--- config.mk ---
export PLATFORM = sky130hd
export DESIGN_NAME = dbg_watch_unit
export DESIGN_NICKNAME = d
export VERILOG_FILES = /design/src/rtl/dbg_watch_pkg.sv /design/src/rtl/dbg_cmp_entry.sv /design/src/rtl/dbg_hit_log.sv /design/src/rtl/dbg_runctl.sv /design/src/rtl/dbg_watch_unit.sv
export SDC_FILE = /design/constraint.sdc
export NUM_CORES = 1
export LEC_CHECK = 0
export BUFFER_PORTS_ARGS = -buffer_cell sky130_fd_sc_hd__buf_2
export CORE_MARGIN = 1
export CORE_UTILIZATION = 63
export DETAILED_ROUTE_END_ITERATION = 10
export GPL_TIMING_DRIVEN = 0
export PLACE_DENSITY = 0.94
export SYNTH_ARGS = -nofsm -noshare
export SYNTH_HDL_FRONTEND = slang
export SYNTH_SLANG_ARGS = --single-unit
--- constraint.sdc ---
create_clock -name clk -period 6.92 [get_ports clk]
set_clock_uncertainty 0.15 [all_clocks]
set_input_delay 1.73 -clock clk [delete_from_list [all_inputs] [get_ports clk]]
set_output_delay 1.73 -clock clk [all_outputs]
set_load 0.01 [all_outputs]
--- src/rtl/dbg_watch_pkg.sv ---
// Shared encodings for the debug breakpoint and watchpoint unit.
// Assumes: space and command codes are fixed by the external host protocol.
package dbg_watch_pkg;

    typedef enum logic [1:0] {
        SP_CODE  = 2'd0,
        SP_IDATA = 2'd1,
        SP_XDATA = 2'd2,
        SP_SFR   = 2'd3
    } space_e;

    typedef enum logic [2:0] {
        OP_NOP   = 3'd0,
        OP_HALT  = 3'd1,
        OP_RUN   = 3'd2,
        OP_STEP  = 3'd3,
        OP_SKIP  = 3'd4,
        OP_CLEAR = 3'd5,
        OP_ON    = 3'd6,
        OP_OFF   = 3'd7
    } cmd_e;

    typedef enum logic [2:0] {
        RC_RUN   = 3'd0,
        RC_PEND  = 3'd1,
        RC_HELD  = 3'd2,
        RC_STEP  = 3'd3,
        RC_SKIP  = 3'd4
    } rc_state_e;

endpackage

--- src/rtl/dbg_cmp_entry.sv ---
// One comparator entry: matches a fetch (code space) or a data access
// (idata, xdata, sfr) against its stored address, direction and data pattern.
// Assumes: fetch and data buses are valid only in cycles their strobe is high.
module dbg_cmp_entry
    import dbg_watch_pkg::*;
#(
    parameter int ADDR_W = 24,
    parameter int DATA_W = 8
) (
    input  logic              active,
    input  logic              en,
    input  logic [1:0]        space,
    input  logic [1:0]        rw,
    input  logic [ADDR_W-1:0] addr,
    input  logic [DATA_W-1:0] data,
    input  logic              dmen,
    input  logic              fetch_valid,
    input  logic [ADDR_W-1:0] fetch_addr,
    input  logic              mem_valid,
    input  logic [1:0]        mem_space,
    input  logic              mem_we,
    input  logic [ADDR_W-1:0] mem_addr,
    input  logic [DATA_W-1:0] mem_wdata,
    output logic              match
);

    logic code_hit;
    logic data_hit;
    logic dir_ok;
    logic val_ok;

    // Evaluate the code-space and data-space match terms for this entry.
    always_comb begin
        code_hit = (space == SP_CODE) && fetch_valid && (fetch_addr == addr);
        dir_ok   = mem_we ? rw[1] : rw[0];
        val_ok   = !dmen || (mem_wdata == data);
        data_hit = (space != SP_CODE) && mem_valid && (mem_space == space)
                   && dir_ok && (mem_addr == addr) && val_ok;
        match    = active && en && (code_hit || data_hit);
    end

endmodule

--- src/rtl/dbg_hit_log.sv ---
// Hit logger: turns the comparator match vector into a one-cycle pulse with
// the lowest matching index, and keeps a sticky record of the first hit.
// Assumes: clr is a single-cycle strobe from run control.
module dbg_hit_log #(
    parameter int NUM_ENT = 4,
    localparam int IDX_W  = (NUM_ENT > 1) ? $clog2(NUM_ENT) : 1
) (
    input  logic               clk,
    input  logic               rst_n,
    input  logic               active,
    input  logic [NUM_ENT-1:0] match,
    input  logic               clr,
    output logic               hit_pulse,
    output logic [IDX_W-1:0]   pulse_index,
    output logic               hit_sticky,
    output logic [IDX_W-1:0]   sticky_index
);

    logic             any_hit;
    logic [IDX_W-1:0] first_idx;

    // Priority-encode the match vector, lowest entry number wins.
    always_comb begin
        any_hit   = active && (|match);
        first_idx = '0;
        for (int i = NUM_ENT - 1; i >= 0; i--) begin
            if (match[i]) first_idx = IDX_W'(i);
        end
    end

    // Register the hit pulse and its index.
    always_ff @(posedge clk) begin
        if (!rst_n) begin
            hit_pulse   <= 1'b0;
            pulse_index <= '0;
        end else begin
            hit_pulse   <= any_hit;
            pulse_index <= any_hit ? first_idx : pulse_index;
        end
    end

    // Keep the sticky record: first hit wins, clear drops it, hit beats clear.
    always_ff @(posedge clk) begin
        if (!rst_n) begin
            hit_sticky   <= 1'b0;
            sticky_index <= '0;
        end else if (any_hit && (!hit_sticky || clr)) begin
            hit_sticky   <= 1'b1;
            sticky_index <= first_idx;
        end else if (clr && !any_hit) begin
            hit_sticky   <= 1'b0;
        end
    end

    AST_PULSE_NEEDS_ON: assert property (@(posedge clk) disable iff (!rst_n)
        hit_pulse |-> $past(active));

    AST_STICKY_KEEPS_FIRST: assert property (@(posedge clk) disable iff (!rst_n)
        (hit_sticky && !clr) |=> (hit_sticky && $stable(sticky_index)));

    AST_PULSE_SETS_STICKY: assert property (@(posedge clk) disable iff (!rst_n)
        hit_pulse |-> hit_sticky);

endmodule

--- src/rtl/dbg_runctl.sv ---
// Run control: decodes host commands and hit pulses into hold and skip
// controls for the core, releasing or stopping it only at instruction
// boundaries, and keeps the on/off state of the unit.
// Assumes: instr_done is a one-cycle strobe at the end of each instruction.
module dbg_runctl
    import dbg_watch_pkg::*;
(
    input  logic       clk,
    input  logic       rst_n,
    input  logic       cmd_valid,
    input  logic [2:0] cmd_op,
    input  logic       hit_pulse,
    input  logic       instr_done,
    output logic       active,
    output logic       cpu_hold,
    output logic       cpu_skip,
    output logic       clr_status
);

    rc_state_e state_q;
    rc_state_e state_d;
    logic      active_d;
    logic      op_halt, op_run, op_step, op_skip, op_on, op_off;

    // Decode the command strobe into single-operation flags.
    always_comb begin
        op_halt    = cmd_valid && (cmd_op == OP_HALT);
        op_run     = cmd_valid && (cmd_op == OP_RUN);
        op_step    = cmd_valid && (cmd_op == OP_STEP);
        op_skip    = cmd_valid && (cmd_op == OP_SKIP);
        op_on      = cmd_valid && (cmd_op == OP_ON);
        op_off     = cmd_valid && (cmd_op == OP_OFF);
        clr_status = active && cmd_valid && (cmd_op == OP_CLEAR);
    end

    // Compute the next run-control state and the next on/off state.
    always_comb begin
        state_d  = state_q;
        active_d = active;
        if (!active) begin
            state_d = RC_RUN;
            if (op_on) active_d = 1'b1;
        end else if (op_off) begin
            active_d = 1'b0;
            state_d  = RC_RUN;
        end else begin
            unique case (state_q)
                RC_RUN:  if (op_halt || hit_pulse) state_d = RC_PEND;
                RC_PEND: if (instr_done) state_d = RC_HELD;
                RC_HELD: begin
                    if (op_run)       state_d = RC_RUN;
                    else if (op_step) state_d = RC_STEP;
                    else if (op_skip) state_d = RC_SKIP;
                end
                RC_STEP: if (instr_done) state_d = RC_HELD;
                RC_SKIP: if (instr_done) state_d = RC_HELD;
                default: state_d = RC_RUN;
            endcase
        end
    end

    // Hold the state registers.
    always_ff @(posedge clk) begin
        if (!rst_n) begin
            state_q <= RC_RUN;
            active  <= 1'b0;
        end else begin
            state_q <= state_d;
            active  <= active_d;
        end
    end

    // Drive the core controls from the current state.
    always_comb begin
        cpu_hold = (state_q == RC_HELD);
        cpu_skip = (state_q == RC_SKIP);
    end

    AST_HOLD_AT_BOUNDARY: assert property (@(posedge clk) disable iff (!rst_n)
        $rose(cpu_hold) |-> $past(instr_done));

    AST_STEP_ONE_INSTR: assert property (@(posedge clk) disable iff (!rst_n)
        (state_q == RC_STEP && instr_done && active && !op_off) |=> cpu_hold);

    AST_SKIP_RELEASED: assert property (@(posedge clk) disable iff (!rst_n)
        cpu_skip |-> !cpu_hold);

    AST_OFF_RUNS: assert property (@(posedge clk) disable iff (!rst_n)
        !active |-> (!cpu_hold && !cpu_skip));

endmodule

--- src/rtl/dbg_watch_unit.sv ---
// Top of the debug breakpoint and watchpoint unit: holds the comparator
// entries, instantiates one comparator per entry, the hit logger and the
// run-control machine, and drives the status outputs.
// Assumes: one fetch and one data access at most per cycle.
module dbg_watch_unit #(
    parameter int NUM_ENT = 4,
    parameter int ADDR_W  = 24,
    parameter int DATA_W  = 8,
    localparam int IDX_W  = (NUM_ENT > 1) ? $clog2(NUM_ENT) : 1
) (
    input  logic              clk,
    input  logic              rst_n,
    input  logic              cmd_valid,
    input  logic [2:0]        cmd_op,
    input  logic              ent_we,
    input  logic [IDX_W-1:0]  ent_sel,
    input  logic              ent_en,
    input  logic [1:0]        ent_space,
    input  logic [1:0]        ent_rw,
    input  logic [ADDR_W-1:0] ent_addr,
    input  logic [DATA_W-1:0] ent_data,
    input  logic              ent_dmen,
    input  logic              fetch_valid,
    input  logic [ADDR_W-1:0] fetch_addr,
    input  logic              mem_valid,
    input  logic [1:0]        mem_space,
    input  logic              mem_we,
    input  logic [ADDR_W-1:0] mem_addr,
    input  logic [DATA_W-1:0] mem_wdata,
    input  logic              instr_done,
    input  logic              host_acc,
    output logic              cpu_hold,
    output logic              cpu_skip,
    output logic              code_running,
    output logic              debug_access,
    output logic              hit_pulse,
    output logic [IDX_W-1:0]  pulse_index,
    output logic              hit_sticky,
    output logic [IDX_W-1:0]  sticky_index
);

    logic               active;
    logic               clr_status;
    logic [NUM_ENT-1:0] match;

    for (genvar g = 0; g < NUM_ENT; g++) begin : g_ent
        logic              en_q;
        logic [1:0]        space_q;
        logic [1:0]        rw_q;
        logic [ADDR_W-1:0] addr_q;
        logic [DATA_W-1:0] data_q;
        logic              dmen_q;

        // Store this entry's configuration when it is selected for writing.
        always_ff @(posedge clk) begin
            if (!rst_n) begin
                en_q    <= 1'b0;
                space_q <= '0;
                rw_q    <= '0;
                addr_q  <= '0;
                data_q  <= '0;
                dmen_q  <= 1'b0;
            end else if (ent_we && (ent_sel == IDX_W'(g))) begin
                en_q    <= ent_en;
                space_q <= ent_space;
                rw_q    <= ent_rw;
                addr_q  <= ent_addr;
                data_q  <= ent_data;
                dmen_q  <= ent_dmen;
            end
        end

        dbg_cmp_entry #(
            .ADDR_W (ADDR_W),
            .DATA_W (DATA_W)
        ) u_cmp (
            .active      (active),
            .en          (en_q),
            .space       (space_q),
            .rw          (rw_q),
            .addr        (addr_q),
            .data        (data_q),
            .dmen        (dmen_q),
            .fetch_valid (fetch_valid),
            .fetch_addr  (fetch_addr),
            .mem_valid   (mem_valid),
            .mem_space   (mem_space),
            .mem_we      (mem_we),
            .mem_addr    (mem_addr),
            .mem_wdata   (mem_wdata),
            .match       (match[g])
        );
    end

    dbg_hit_log #(
        .NUM_ENT (NUM_ENT)
    ) u_log (
        .clk          (clk),
        .rst_n        (rst_n),
        .active       (active),
        .match        (match),
        .clr          (clr_status),
        .hit_pulse    (hit_pulse),
        .pulse_index  (pulse_index),
        .hit_sticky   (hit_sticky),
        .sticky_index (sticky_index)
    );

    dbg_runctl u_rc (
        .clk        (clk),
        .rst_n      (rst_n),
        .cmd_valid  (cmd_valid),
        .cmd_op     (cmd_op),
        .hit_pulse  (hit_pulse),
        .instr_done (instr_done),
        .active     (active),
        .cpu_hold   (cpu_hold),
        .cpu_skip   (cpu_skip),
        .clr_status (clr_status)
    );

    // Register the debugger access status, gated by the on/off state.
    always_ff @(posedge clk) begin
        if (!rst_n) debug_access <= 1'b0;
        else        debug_access <= host_acc && active;
    end

    // Report the core as running whenever it is not held.
    always_comb code_running = !cpu_hold;

    AST_DBGACC_FOLLOWS: assert property (@(posedge clk) disable iff (!rst_n)
        debug_access |-> $past(host_acc));

    AST_RUNNING_INVERSE: assert property (@(posedge clk) disable iff (!rst_n)
        code_running != cpu_hold);

endmodule

==> results of run 1 <==
[power breakdown]
part | switching [mW] | total (mW) | internal [mW]
Sequential | 0.0344 | 1.00 | 0.968
Clock | 0.399 | 0.911 | 0.512
Combinational | 0.197 | 0.318 | 0.121
[synth_stat cells, types with 3 or more instances]
library cell  instances
a21oi_1             159
buf_1                 7
buf_2                 4
buf_4                 3
buf_6                 7
clkbuf_1             68
dfxtp_1             163
inv_1                 9
mux2i_1               3
nand2_1             319
nand2b_1              3
nand3_1               7
nand4_1              48
nor2_1               16
nor2b_1               3
nor3_1                7
nor4_1               20
o2111ai_1             3
o21ai_0               8
or4_1                 5
xnor2_1             157
xnor2_2              13
xor2_1               59
[sequential cells by signal (all words and copies together) (netlist names), 2 cells and up]
| name | flops |
|---|---|
| g_ent.addr_q | 96 |
| g_ent.data_q | 32 |
| g_ent.dmen_q | 4 |
| g_ent.en_q | 4 |
| g_ent.rw_q | 8 |
| g_ent.space_q | 8 |
| u_log.pulse_index | 2 |
| u_log.sticky_index | 2 |
| u_rc.state_q | 3 |
[per-layer routing]
layer | up-vias | routed length [um] | share of wire [%] | GRT usage [%]
li1 | 3889 | - | - | -
met4 | 0 | 1260 | 4.1 | 19.3
met1 | 3995 | 12400 | 41 | 55.7
met5 | - | 0 | 0 | 0
met3 | 100 | 3230 | 11 | 10.3
met2 | 570 | 13700 | 45 | 67.4
[metrics by stage]
step / instance area, sq um / util, %
6_report: 9990 / 74.2
2_1_floorplan: 8810 / -
4_1_cts: 9990 / 74.2
3_3_place_gp: 9430 / 70.1
5_1_grt: 9990 / 74.2
3_5_place_dp: 9430 / 70.1
[worst min path at each step]
stage	start	endpoint	slack, ps	cells past startpoint
6_report	g_ent[3].rw_q[1]	g_ent[3].rw_q[1]	310	2
5_1_grt	u_log.pulse_index[0]	u_log.pulse_index[0]	330	2
4_1_cts	g_ent[1].dmen_q	g_ent[1].dmen_q	310	2
3_5_place_dp	g_ent[2].dmen_q	g_ent[2].dmen_q	300	2
3_3_place_gp	g_ent[3].dmen_q	g_ent[3].dmen_q	290	2
2_1_floorplan	g_ent[2].rw_q[1]	g_ent[2].rw_q[1]	280	2
[final cells by class]
type / instances / area (sq um) / share of cell area, %
multi-input combinational: 862 / 5100 / 51.0
sequential: 163 / 3260 / 32.7
clock buffer: 19 / 453 / 4.54
buffer: 90 / 417 / 4.17
timing repair buffer: 79 / 395 / 3.96
tap: 176 / 220 / 2.20
clock inverter: 12 / 105 / 1.05
inverter: 10 / 37.5 / 0.376
[layout by cell type, fill, tap and decap left out, types with 7 or more instances in the layout]
cell type  netlist  routed
nand2_1        319     319
dfxtp_1        163     163
a21oi_1        159     159
xnor2_1        157     157
buf_2            4      83
clkbuf_1        68      68
xor2_1          59      59
nand4_1         48      48
nor4_1          20      20
clkbuf_16        0      17
nor2_1          16      16
xnor2_2         13      13
inv_1            9       9
o21ai_0          8       8
nor3_1           7       7
buf_6            7       7
nand3_1          7       7
buf_1            7       7
[critical path, delay by kind of cell]
family          cells  cell delay (ps)
simple gates        3             1370
compound gates      3              600
xor+xnor            1              160
buf+inv             1              140
[cells by family (layout without fill, tap and decap cells)]
group,after synthesis,count (layout),share of synthesized area [%]
AOI/OAI and AO/OA,189,189,11.7
buffers and inverters,100,210,5.15
xor gates and xnor gates,229,229,23.9
and+or+nand+nor,440,440,21.8
DFF,163,163,37.0
muxes,4,4,0.468
==> impl_metrics.toml, run 1 <==
[drt]
drt_first_pass_iters = 8
drt_iter0_drc = 1112
wl_per_cell_um = 21.7
drc = 0
drt_wl_total_um = 30600
ant_nets = 0
vias = 8554
viasPerCell = 6.06

[setup_path]
timing.rr.end = "u_log.sticky_index[1]"
r2r_cells = 7
cp_cell_sequence = "buf_2, xor2_1, nor4_1, a21boi_0, or4_1, nand4_2, o21ai_2, a221oi_2"
crit_path_end_kind = "register"
worstPathArrival_ps = 4010
crit_fanout = 4
reg2reg_slack_ps = 4210
setup.worst_path.class = "input port to register"
critical_path.max_stage_delay_ps = 670
crit_path_start = "mem_wdata[6]"
worstReg2RegStart = "g_ent[2].addr_q[7]"
required_ps = 7120
crit_path_top_delay_cell = "nor4_1"
cp-start-kind = "input port"
endpoint = "u_log.sticky_index[0]"

[synthesis]
yosys.area.top_type = "dfxtp_1"
avgSynthCellArea_sq_um = 7.83
synth_seq_cells = 163
synth_warnings = 0
yosysTopAreaCellShare_pct = 37.0
synth-main-ff-cell = "dfxtp_1"
synth-async-reset-ratio_pct = 0
synth_area_sq_um = 8810
synth_cells = 1125
synthesis.nets = 1235
synth.area.top_cells = "dfxtp_1, xnor2_1, nand2_1"
synth-edff-count = 0
synth_seq_area_share_pct = 37.0
synth.distinct_cells = 46

[pwr]
power_density_nw_per_um2 = 223
p_leak_nw = 3.44
peakVddDrop_mv = 0.265
power_mw = 2.23

[timing]
max_freq_ghz = 0.263
fin_crit_ps = 3810
grt_setup_unrepaired = "false"
slew_viol_final = 0
setup_slack_ps = 3110
tightest_slew_ps = 832
max_slew_margin_pct = 44.5
fin_crit_sh_pct = 55.0
setup_violations = 0
setup_tns_ps = 0
hold_violations = 0
hold_ws_ps = 309

[cells_and_area]
drive_gt1_share_pct = 12.1
diodes = 0
area_growth_syn_to_layout_pct = 13.3
layout.cells.non_filler = 1411
fin_nets = 1333
fill_cells = 1035

[floorplan]
die_y_um = 120
start_util_pct = 65.5
fp.dieW_um = 120
coreArea_sq_um = 13500
row_count = 42
ios = 120
dieArea_sq_um = 14500

[cts]
clockRootBuffer = "clkbuf_16"
cts.path.max_buffers = 2
cts_hold_buf = 0
cts_resized = 0
cts_setup_buffers = 0
cts.sink_count = 163
clk_latency_ps = 440
numCtsBuffers = 17
cts_tree = "yes"
clk_pin_slew_ps = 70
h-tree-depth = 4

[place]
hpwlAfterDp_um = 23400
place_ws_ps = 2780
placed_cells = 1380
port_buffers = 79
place_congestion = 1.03

[global_routing]
overflow = 0
grt_pass1_wl_um = 45300
grt_max_degree = 17
antenna_found_initial = 0
gr-usage-all-layers_pct = 42.9
grt_pass1_vias = 7893

[hold_path]
hold_path_class = "register to register"

[outcome]
outcome = "finished, final reports clean"

[job]
maxCapViolations = 0
Note: power is estimated with default switching activity, not from simulation.
==> run 2, diff against run 1 <==
--- a/config.mk
+++ b/config.mk
@@ -7,10 +7,10 @@
 export LEC_CHECK = 0
 export BUFFER_PORTS_ARGS = -buffer_cell sky130_fd_sc_hd__buf_2
 export CORE_MARGIN = 1
-export CORE_UTILIZATION = 63
+export CORE_UTILIZATION = 58
 export DETAILED_ROUTE_END_ITERATION = 10
 export GPL_TIMING_DRIVEN = 0
-export PLACE_DENSITY = 0.94
+export PLACE_DENSITY = 0.88
 export SYNTH_ARGS = -nofsm -noshare
 export SYNTH_HDL_FRONTEND = slang
 export SYNTH_SLANG_ARGS = --single-unit
==> constraint.sdc (replaced) <==
create_clock -name clk -period 3.63 [get_ports clk]
set_clock_uncertainty 0.15 [all_clocks]
set_input_delay 0.9075 -clock clk [delete_from_list [all_inputs] [get_ports clk]]
set_output_delay 0.9075 -clock clk [all_outputs]
set_load 0.01 [all_outputs]
==> impl_metrics.toml, run 2 (same netlist as run 1, synthesis figures left out) <==
[drt]
wl_met1_um = 12400
viasPerCell = 5.93
drt_iter0_drc = 1045
highest_layer = "met4"
drt_wl_total_um = 30100
wl_per_cell_um = 21.2
wl_met2_um = 13600
ant_nets = 0
vias = 8426
wl_met3_um = 2960
drc = 8
drt_first_pass_iters = 9

[setup_path]
critical_path.max_stage_delay_ps = 660
setup.worst_path.class = "input port to register"
reg2reg_slack_ps = 940
worstReg2RegStart = "g_ent[0].data_q[6]"
cp_cell_sequence = "buf_2, xor2_1, nor4_1, a21boi_0, or4_1, nand4_2, nor2_1, a211oi_2"
r2r_cells = 7
cp_top_family = "simple AND/OR/NAND/NOR gates"
cp-start-kind = "input port"
crit_fanout = 4
crit_path_end_kind = "register"
endpoint = "u_log.pulse_index[0]"
path_buf_inv = 1
timing.rr.end = "u_log.pulse_index[0]"
required_ps = 3850
crit_cells = 8
worstPathArrival_ps = 3190
crit_path_start = "mem_wdata[6]"
crit_path_top_delay_cell = "nor4_1"

[cts]
cts_tree = "yes"
cts_resized = 0
cts_hold_buf = 0
numCtsBuffers = 17
clockRootBuffer = "clkbuf_16"
cts_setup_buffers = 0
h-tree-depth = 4
cts.sink_count = 163
cts.path.max_buffers = 2
clk_latency_ps = 440
clk_pin_slew_ps = 70

[floorplan]
ios = 120
coreArea_sq_um = 14700
row_count = 44
start_util_pct = 60.0
dieArea_sq_um = 15700
fp.dieW_um = 125
die_y_um = 125

[timing]
grt_setup_unrepaired = "false"
max_freq_ghz = 0.336
fin_crit_sh_pct = 82.0
slew_viol_final = 0
fin_crit_ps = 2970
hold_violations = 0
tightest_slew_ps = 928
hold_ws_ps = 309
setup_tns_ps = 0
setup_violations = 0
max_slew_margin_pct = 38.1

[job]
maxCapViolations = 0

[pwr]
p_leak_nw = 3.47
p_seq_share_pct = 43.0
p_switching_mw = 1.23
internal-power_mw = 3.21
swShare_pct = 27.7
power_density_nw_per_um2 = 441
comb_power_share_pct = 13.5
p_clk_share_pct = 43.4
peakVddDrop_mv = 0.480

[cells_and_area]
fin_area_sq_um = 10100
drive_gt1_share_pct = 12.1
regMostFlops = "g_ent.addr_q"
final_cell_mix = "nand2_1, dfxtp_1, a21oi_1"
fill_cells = 1231
largest_reg_flops = 96
diodes = 0
layout_commonest_cell = "nand2_1"
layout.cells.non_filler = 1420
seq_area_sq_um = 3260
final_core_util_pct = 68.5
fin_nets = 1333
area_growth_syn_to_layout_pct = 14.2
largest_registers = "g_ent.addr_q x96, g_ent.data_q x32"
multi_input_area_sq_um = 5100

[global_routing]
grt_pass1_vias = 7906
overflow = 0
antenna_found_initial = 0
grt_max_degree = 17
grt_pass1_wl_um = 45600
gr-usage-all-layers_pct = 38.9

[place]
place_congestion = 1.04
hpwlAfterDp_um = 23100
placed_cells = 1388
postPlaceCellArea_sq_um = 9440
port_buffers = 79

[outcome]
outcome = "complete, but fails checks"
violations = "design-rule violations"

[hold_path]
hold_path_class = "register to register"
run 2: tightest hold or removal path, stage by stage (launching register included):
cell and delay, ps:
dfxtp_1 310, nand2_1 50, a21oi_1 50
run 2: worst min path at each step:
stage / from / endpoint / cells past startpoint
floorplan: g_ent[2].rw_q[1] / g_ent[2].rw_q[1] / 2
global placement: g_ent[3].rw_q[0] / g_ent[3].rw_q[0] / 2
detailed placement: g_ent[3].rw_q[0] / g_ent[3].rw_q[0] / 2
CTS: g_ent[3].rw_q[0] / g_ent[3].rw_q[0] / 2
global route: g_ent[1].data_q[6] / g_ent[1].data_q[6] / 2
finish: g_ent[3].rw_q[0] / g_ent[3].rw_q[0] / 2
run 2: per-stage QoR:
step | setup slack [ps] | power [mW]
final | 655 | 4.44
after global routing | 561 | 4.55
after CTS | 782 | 4.40
after detailed placement | 365 | 2.52
after global placement | 337 | 2.51
after floorplan | 695 | 2.29
run 2: routing by layer:
metal  GRT usage, %  vias to the layer above
li1               -                     3908
met1           50.4                     3946
met2           61.8                      490
met3           9.16                       82
met4           17.2                        0
met5              0                        -
run 2: power groups by stage:
stage	Combinational, mW	Sequential, mW	Clock, mW
6_report	0.600	1.91	1.93
5_1_grt	0.635	1.91	2.00
4_1_cts	0.581	1.91	1.91
3_5_place_dp	0.575	1.95	0
3_3_place_gp	0.567	1.94	0
2_1_floorplan	0.363	1.93	0
run 2: cell type report:
type	count	area share [%]
sequential	163	32.4
buffer	90	4.14
inverter	10	0.373
tap	184	2.29
clock inverter	13	1.73
timing repair buffer	79	3.93
clock buffer	19	4.50
multi-input combinational	862	50.6
